--- config.mk ---
export PLATFORM = sky130hd
export DESIGN_NAME = voice_irq_arbiter
export DESIGN_NICKNAME = d
export VERILOG_FILES = /design/src/rtl/vir_pkg.sv /design/src/rtl/vir_cnt_dec.sv /design/src/rtl/vir_pend_bank.sv /design/src/rtl/vir_rr_pick.sv /design/src/rtl/voice_irq_arbiter.sv
export SDC_FILE = /design/constraint.sdc
export NUM_CORES = 1
export LEC_CHECK = 0
export ABC_AREA = 1
export BUFFER_PORTS_ARGS = -buffer_cell sky130_fd_sc_hd__buf_4
export CORE_MARGIN = 2
export CORE_UTILIZATION = 50
export DETAILED_ROUTE_END_ITERATION = 12
export GPL_TIMING_DRIVEN = 1
export HOLD_SLACK_MARGIN = 0.02
export PLACE_DENSITY = 0.76
export SYNTH_ARGS = -nofsm -noshare
export SYNTH_HDL_FRONTEND = slang
export SYNTH_SLANG_ARGS = --single-unit
--- constraint.sdc ---
create_clock -name clk_i -period 3.92 [get_ports clk_i]
set_clock_uncertainty 0.15 [all_clocks]
set_input_delay 0.784 -clock clk_i [delete_from_list [all_inputs] [get_ports clk_i]]
set_output_delay 0.784 -clock clk_i [all_outputs]
set_load 0.05 [all_outputs]
--- src/rtl/vir_pkg.sv ---
package vir_pkg;
  localparam int unsigned STAT_WAVE_BIT = 5;
  localparam int unsigned STAT_RAMP_BIT = 6;

  typedef struct packed {
    logic       no_wave;
    logic       no_ramp;
    logic       tag;
    logic [4:0] voice;
  } vstat_t;
endpackage

--- src/rtl/vir_cnt_dec.sv ---
module vir_cnt_dec #(
  parameter int unsigned NUM_VOICES = 32,
  parameter int unsigned MIN_ACTIVE = 14,
  parameter int unsigned FIELD_W    = 6,
  localparam int unsigned CNT_W     = $clog2(NUM_VOICES + 1)
) (
  input  logic                  clk_i,
  input  logic                  rst_ni,
  input  logic                  we_i,
  input  logic [FIELD_W-1:0]    data_i,
  output logic [CNT_W-1:0]      cnt_o,
  output logic [NUM_VOICES-1:0] mask_o
);
  localparam int unsigned RAW_W = FIELD_W + 1;

  logic [RAW_W-1:0] raw;
  logic [CNT_W-1:0] clamped, cnt_q;

  assign raw = {1'b0, data_i} + RAW_W'(1);

  always_comb begin
    if (raw < RAW_W'(MIN_ACTIVE))      clamped = CNT_W'(MIN_ACTIVE);
    else if (raw > RAW_W'(NUM_VOICES)) clamped = CNT_W'(NUM_VOICES);
    else                               clamped = CNT_W'(raw);
  end

  always_ff @(posedge clk_i or negedge rst_ni) begin
    if (!rst_ni)   cnt_q <= CNT_W'(MIN_ACTIVE);
    else if (we_i) cnt_q <= clamped;
  end

  for (genvar i = 0; i < NUM_VOICES; i++) begin : g_mask
    assign mask_o[i] = cnt_q > CNT_W'(i);
  end

  assign cnt_o = cnt_q;

  // count never leaves the legal range
  a_r2_cnt_range: assert property (@(posedge clk_i) disable iff (!rst_ni)
    1'b1 |=> (cnt_q >= CNT_W'(MIN_ACTIVE)) && (cnt_q <= CNT_W'(NUM_VOICES)));
endmodule

--- src/rtl/vir_pend_bank.sv ---
module vir_pend_bank #(
  parameter int unsigned NUM_VOICES = 32,
  localparam int unsigned VW        = $clog2(NUM_VOICES)
) (
  input  logic                  clk_i,
  input  logic                  rst_ni,
  input  logic [NUM_VOICES-1:0] set_i,
  input  logic                  clr_i,
  input  logic [VW-1:0]         clr_idx_i,
  output logic [NUM_VOICES-1:0] pend_o
);
  for (genvar i = 0; i < NUM_VOICES; i++) begin : g_bit
    logic q;
    always_ff @(posedge clk_i or negedge rst_ni) begin
      if (!rst_ni)                               q <= 1'b0;
      else if (set_i[i])                         q <= 1'b1;
      else if (clr_i && clr_idx_i == VW'(i))     q <= 1'b0;
    end
    assign pend_o[i] = q;
  end

  // an acknowledge without a competing set leaves the voice clear
  a_r7_ack_clears: assert property (@(posedge clk_i) disable iff (!rst_ni)
    (clr_i && ((set_i >> clr_idx_i) & NUM_VOICES'(1)) == '0)
      |=> ((pend_o >> $past(clr_idx_i)) & NUM_VOICES'(1)) == '0);
endmodule

--- src/rtl/vir_rr_pick.sv ---
module vir_rr_pick #(
  parameter int unsigned NUM_VOICES = 32,
  localparam int unsigned VW        = $clog2(NUM_VOICES)
) (
  input  logic [NUM_VOICES-1:0] req_i,
  input  logic [VW-1:0]         start_i,
  output logic                  found_o,
  output logic [VW-1:0]         idx_o
);
  logic [NUM_VOICES-1:0] above, hi;
  logic [VW-1:0]         hi_idx, lo_idx;

  for (genvar i = 0; i < NUM_VOICES; i++) begin : g_above
    assign above[i] = VW'(i) >= start_i;
  end
  assign hi = req_i & above;

  always_comb begin
    hi_idx = '0;
    lo_idx = '0;
    for (int i = NUM_VOICES - 1; i >= 0; i--) begin
      if (hi[i])    hi_idx = VW'(i);
      if (req_i[i]) lo_idx = VW'(i);
    end
  end

  assign found_o = |req_i;
  assign idx_o   = (|hi) ? hi_idx : lo_idx;
endmodule

--- src/rtl/voice_irq_arbiter.sv ---
module voice_irq_arbiter
  import vir_pkg::*;
#(
  parameter int unsigned NUM_VOICES = 32,
  parameter int unsigned MIN_ACTIVE = 14,
  parameter int unsigned FIELD_W    = 6,
  localparam int unsigned VW        = $clog2(NUM_VOICES),
  localparam int unsigned CNT_W     = $clog2(NUM_VOICES + 1)
) (
  input  logic                  clk_i,
  input  logic                  rst_ni,
  input  logic [NUM_VOICES-1:0] wave_set_i,
  input  logic [NUM_VOICES-1:0] ramp_set_i,
  input  logic                  cnt_we_i,
  input  logic [FIELD_W-1:0]    cnt_data_i,
  input  logic                  stat_rd_i,
  input  logic                  irq_en_i,
  input  logic [7:0]            ext_status_i,
  output logic [7:0]            glob_status_o,
  output logic [7:0]            voice_stat_o,
  output logic                  irq_o
);
  logic [CNT_W-1:0]      cnt;
  logic [NUM_VOICES-1:0] mask, wave_pend, ramp_pend, wave_m, ramp_m, any_m;
  logic [VW-1:0]         ptr_q, next_idx;
  logic                  found, wave_any_q, ramp_any_q;
  vstat_t                vs;

  vir_cnt_dec #(.NUM_VOICES(NUM_VOICES), .MIN_ACTIVE(MIN_ACTIVE), .FIELD_W(FIELD_W)) u_cnt (
    .clk_i, .rst_ni, .we_i(cnt_we_i), .data_i(cnt_data_i), .cnt_o(cnt), .mask_o(mask)
  );

  vir_pend_bank #(.NUM_VOICES(NUM_VOICES)) u_wave (
    .clk_i, .rst_ni, .set_i(wave_set_i), .clr_i(stat_rd_i), .clr_idx_i(ptr_q), .pend_o(wave_pend)
  );

  vir_pend_bank #(.NUM_VOICES(NUM_VOICES)) u_ramp (
    .clk_i, .rst_ni, .set_i(ramp_set_i), .clr_i(stat_rd_i), .clr_idx_i(ptr_q), .pend_o(ramp_pend)
  );

  assign wave_m = wave_pend & mask;
  assign ramp_m = ramp_pend & mask;
  assign any_m  = wave_m | ramp_m;

  vir_rr_pick #(.NUM_VOICES(NUM_VOICES)) u_pick (
    .req_i(any_m), .start_i(ptr_q), .found_o(found), .idx_o(next_idx)
  );

  always_ff @(posedge clk_i or negedge rst_ni) begin
    if (!rst_ni) begin
      ptr_q      <= '0;
      wave_any_q <= 1'b0;
      ramp_any_q <= 1'b0;
    end else begin
      if (found) ptr_q <= next_idx;
      wave_any_q <= |wave_m;
      ramp_any_q <= |ramp_m;
    end
  end

  always_comb begin
    glob_status_o = ext_status_i;
    glob_status_o[STAT_WAVE_BIT] = wave_any_q;
    glob_status_o[STAT_RAMP_BIT] = ramp_any_q;
  end

  assign vs.no_wave   = ~wave_pend[ptr_q];
  assign vs.no_ramp   = ~ramp_pend[ptr_q];
  assign vs.tag       = 1'b1;
  assign vs.voice     = 5'(ptr_q);
  assign voice_stat_o = vs;

  assign irq_o = irq_en_i && (glob_status_o != 8'h00);

  // after a rescan the pointer stays inside the counted voices
  a_r5_ptr_in_range: assert property (@(posedge clk_i) disable iff (!rst_ni)
    (|any_m && !cnt_we_i) |=> (CNT_W'(ptr_q) < cnt));

  // after a rescan the pointer names a voice that was pending
  a_r5_ptr_hits_pending: assert property (@(posedge clk_i) disable iff (!rst_ni)
    (|any_m) |=> (($past(any_m) >> ptr_q) & NUM_VOICES'(1)) != '0);

  // with no counted voice pending both summary bits drop
  a_r3_idle_clear: assert property (@(posedge clk_i) disable iff (!rst_ni)
    (any_m == '0) |=> (glob_status_o[STAT_WAVE_BIT] == 1'b0) && (glob_status_o[STAT_RAMP_BIT] == 1'b0));
endmodule

==> results.md <==
* Syn_area_per_cell at 6.764 µm²
* Placer Congestion at 1.037
* Cell at the root of the clock tree: clkbuf_16
* CP arrival at 3.73 ns
* Place WS at 0.3976 ns
* Core area at 11320 µm²
* Worst setup EP type: flop
* Reg area at 1931 µm²
* Initial DRC count at 706
* DP Cell Count at 1078
* Async set-reset flop share out of synthesis at 1.000
* Maxcap violations at 0
* CTS sink cnt at 77
* Worst r2r path cells at 18
* TritonCTS buffer count at 9
* Die width at 111.4 µm
* Clk slew on worst S/H paths at 0.07 ns
* Min Hold Slack at 0.4028 ns
* 1st-pass router iterations at 6
* First-pass GRT wire length at 32150 µm
* Placed inst area at 6610 µm²
* Detailed Place HPWL at 16270 µm
* Setup bufs post-CTS at 0
* Drt wl/cell at 18.68 µm
* Final Util at 0.6133
* Total GRT Usage at 0.3352
* Total gr overflow at 0
* Worst reg-to-reg setup slack at 0.25 ns
* Crit path max fanout at 7
* Share of cells above drive strength 1 at 0.1693
* Initial Utilization at 0.5091
* VDD IR max at 0.3754 mV
* Worst EP required at 3.97 ns
* Final Slew Violations at 0
* Setup ws final at 0.2491 ns
* Drt drc at 0
* Startpoint class of the critical path: flop
* Seq cells post-synth at 77
* Initial antenna violation count at 0
* Non-Filler Instances at 1094
* Synthesis Warnings at 0
* Tot Pwr at 2.909 mW
* Fmax achieved at 0.2724 GHz
* Seq/Total Area, Yosys at 0.3350
* R2r endpoint: ptr_q[3]$_DFFE_PN0P_
* Cell area after layout at 6943 µm²
* Die area at 12400 µm²
* Vias in the first global route at 5950
* Filler cells at 1102
* Skew-Pair Late Insertion Delay at 0.35 ns
* Total Negative Setup Slacks at 0 ns
* Post-Synthesis Cells at 852
* Routed WL at 20440 µm
* Min Clock Period, post-route at 3.671 ns
* Syn_nets at 936
* IO Pins at 100
* Leak pwr at 3.904 nW
* Most common cell after layout, fill and taps aside: nand2_1
* Buffers on Ports at 96
* Num rows at 39
* Area Overhead vs Synth at 20.47%
* Via-per-instance ratio at 5.744
* Most frequent cells in the layout: nand2_1, inv_1, buf_4
* Worst slew pin tran at 0.9873 ns
* Final Hold Viols at 0
* Total number of vias at 6284
* H-tree levels at 3
* Rel. slew slack at 0.3418
* Nets at 1030
* Worst setup path start: u_cnt.cnt_o[5]$_DFFE_PN0P_
* Status: finished clean
* Fin crit share at 0.9364
* TritonCTS clock tree: yes
* Final Setup Violations at 0
* Ant diodes at 0
* Mapped Area at 5763 µm²
* Cell Pwr Density at 419.0 nW/µm²
* Critical R2R Launch: u_cnt.cnt_o[5]$_DFFE_PN0P_
* Clock buffer depth at 2
* Ys flop type: dfrtp_1
* Area of the multi-input gates at 3107 µm²
* Synth cell types at 54
* ANT nets after route at 0
* CP endpoint: ptr_q[3]$_DFFE_PN0P_
* WS Path Type: flop to flop
* Number of synthesized flops with an enable pin at 0
* Die Y at 111.4 µm
* Hold Path Class: flop to flop
* Maximum number of pins on one net before global-route repair at 78
[report_power, final]
group	internal (mW)	switching, mW
registers	0.825	0.0308
clock network	0.580	0.365
logic	0.351	0.758
[worst min path at each step]
| stage | end | startpoint | cells after the start | slack, ns |
|---|---|---|---|---|
| 3_3_place_gp | u_wave.g_bit[24].q$_DFFE_PN0P_ | u_wave.g_bit[24].q$_DFFE_PN0P_ | 2 | 0.38 |
| 3_5_place_dp | u_wave.g_bit[6].q$_DFFE_PN0P_ | u_wave.g_bit[6].q$_DFFE_PN0P_ | 2 | 0.38 |
| 6_report | u_ramp.g_bit[16].q$_DFFE_PN0P_ | u_ramp.g_bit[16].q$_DFFE_PN0P_ | 2 | 0.40 |
| 5_1_grt | u_wave.g_bit[6].q$_DFFE_PN0P_ | u_wave.g_bit[6].q$_DFFE_PN0P_ | 2 | 0.42 |
| 4_1_cts | u_ramp.g_bit[24].q$_DFFE_PN0P_ | u_ramp.g_bit[24].q$_DFFE_PN0P_ | 2 | 0.40 |
| 2_1_floorplan | ptr_q[0]$_DFFE_PN0P_ | rst_ni | 0 | 0.34 |
[synthesized netlist by cell type (2+ instances only)]
library cell	instances	area share
a2111oi_0	3	0.0046
a211oi_1	2	0.0026
a21oi_1	44	0.038
a21oi_2	2	0.0030
a221oi_1	2	0.0030
a22oi_1	2	0.0026
a31oi_1	3	0.0033
buf_4	9	0.012
clkbuf_1	11	0.0072
clkinv_1	3	0.0020
dfrtp_1	74	0.32
dfstp_2	3	0.014
inv_1	151	0.098
inv_2	10	0.0065
nand2_1	187	0.12
nand2_2	3	0.0033
nand3_1	22	0.019
nand4_1	8	0.0087
nor2_1	89	0.058
nor2_2	3	0.0033
nor2_4	2	0.0039
nor3_1	27	0.023
nor4_1	12	0.013
o2111ai_1	7	0.011
o21ai_0	50	0.043
o21ai_1	3	0.0026
o21ai_2	9	0.014
o21bai_1	66	0.086
o221ai_1	15	0.023
o22ai_1	5	0.0054
xor2_1	2	0.0030
[logic make-up after synthesis]
family / count (synthesis) / share of synthesized area
buffers and inverters: 185 / 0.1264
AOI/OAI and AO/OA: 227 / 0.2666
adders and majority gates: 1 / 0.002171
xor gates and xnor gates: 2 / 0.003040
other: 1 / 0.0006507
DFF: 77 / 0.3350
and+or+nand+nor: 359 / 0.2662
[cell type report]
cell class	instances	share of cell area
well taps	143	0.02577
multi-input cells	590	0.4475
repair buffers	104	0.1125
clock inverters	6	0.01316
flip-flops and latches	77	0.2781
clock buffers	10	0.03442
inverters	164	0.08866
[per-layer routing]
layer,wire length (µm),share of wire,track usage
met1,8837,0.43,0.4557
met2,8933,0.44,0.5289
met3,1765,0.086,0.06151
met4,900,0.044,0.1457
met5,0,0,0
[registers in the layout, indices dropped and copies added (netlist names)]
register        flops
u_ramp.g_bit.q     32
u_wave.g_bit.q     32
u_cnt.cnt_o         6
ptr_q               5
ramp_any_q          1
wave_any_q          1
[worst max-delay path, stage by stage (launching register included)]
cell	delay, ns
dfrtp_1	0.52
inv_2	0.22
nand2_2	0.14
nor3_4	0.31
nand2_1	0.14
nand2_1	0.14
nand2_1	0.10
inv_1	0.08
nor3_1	0.08
nor3_2	0.31
nand3_1	0.11
nor4_1	0.28
nand4_1	0.18
nor2_2	0.19
nor2_1	0.06
nand3_1	0.11
inv_1	0.07
a221oi_2	0.25
a21oi_1	0.09
[timing repair]
item,in CTS,in global routing
endpoints found under the setup margin,0,1
hold buffers,0,0
resized for setup,0,1
Power figures use the tool's default switching activity.
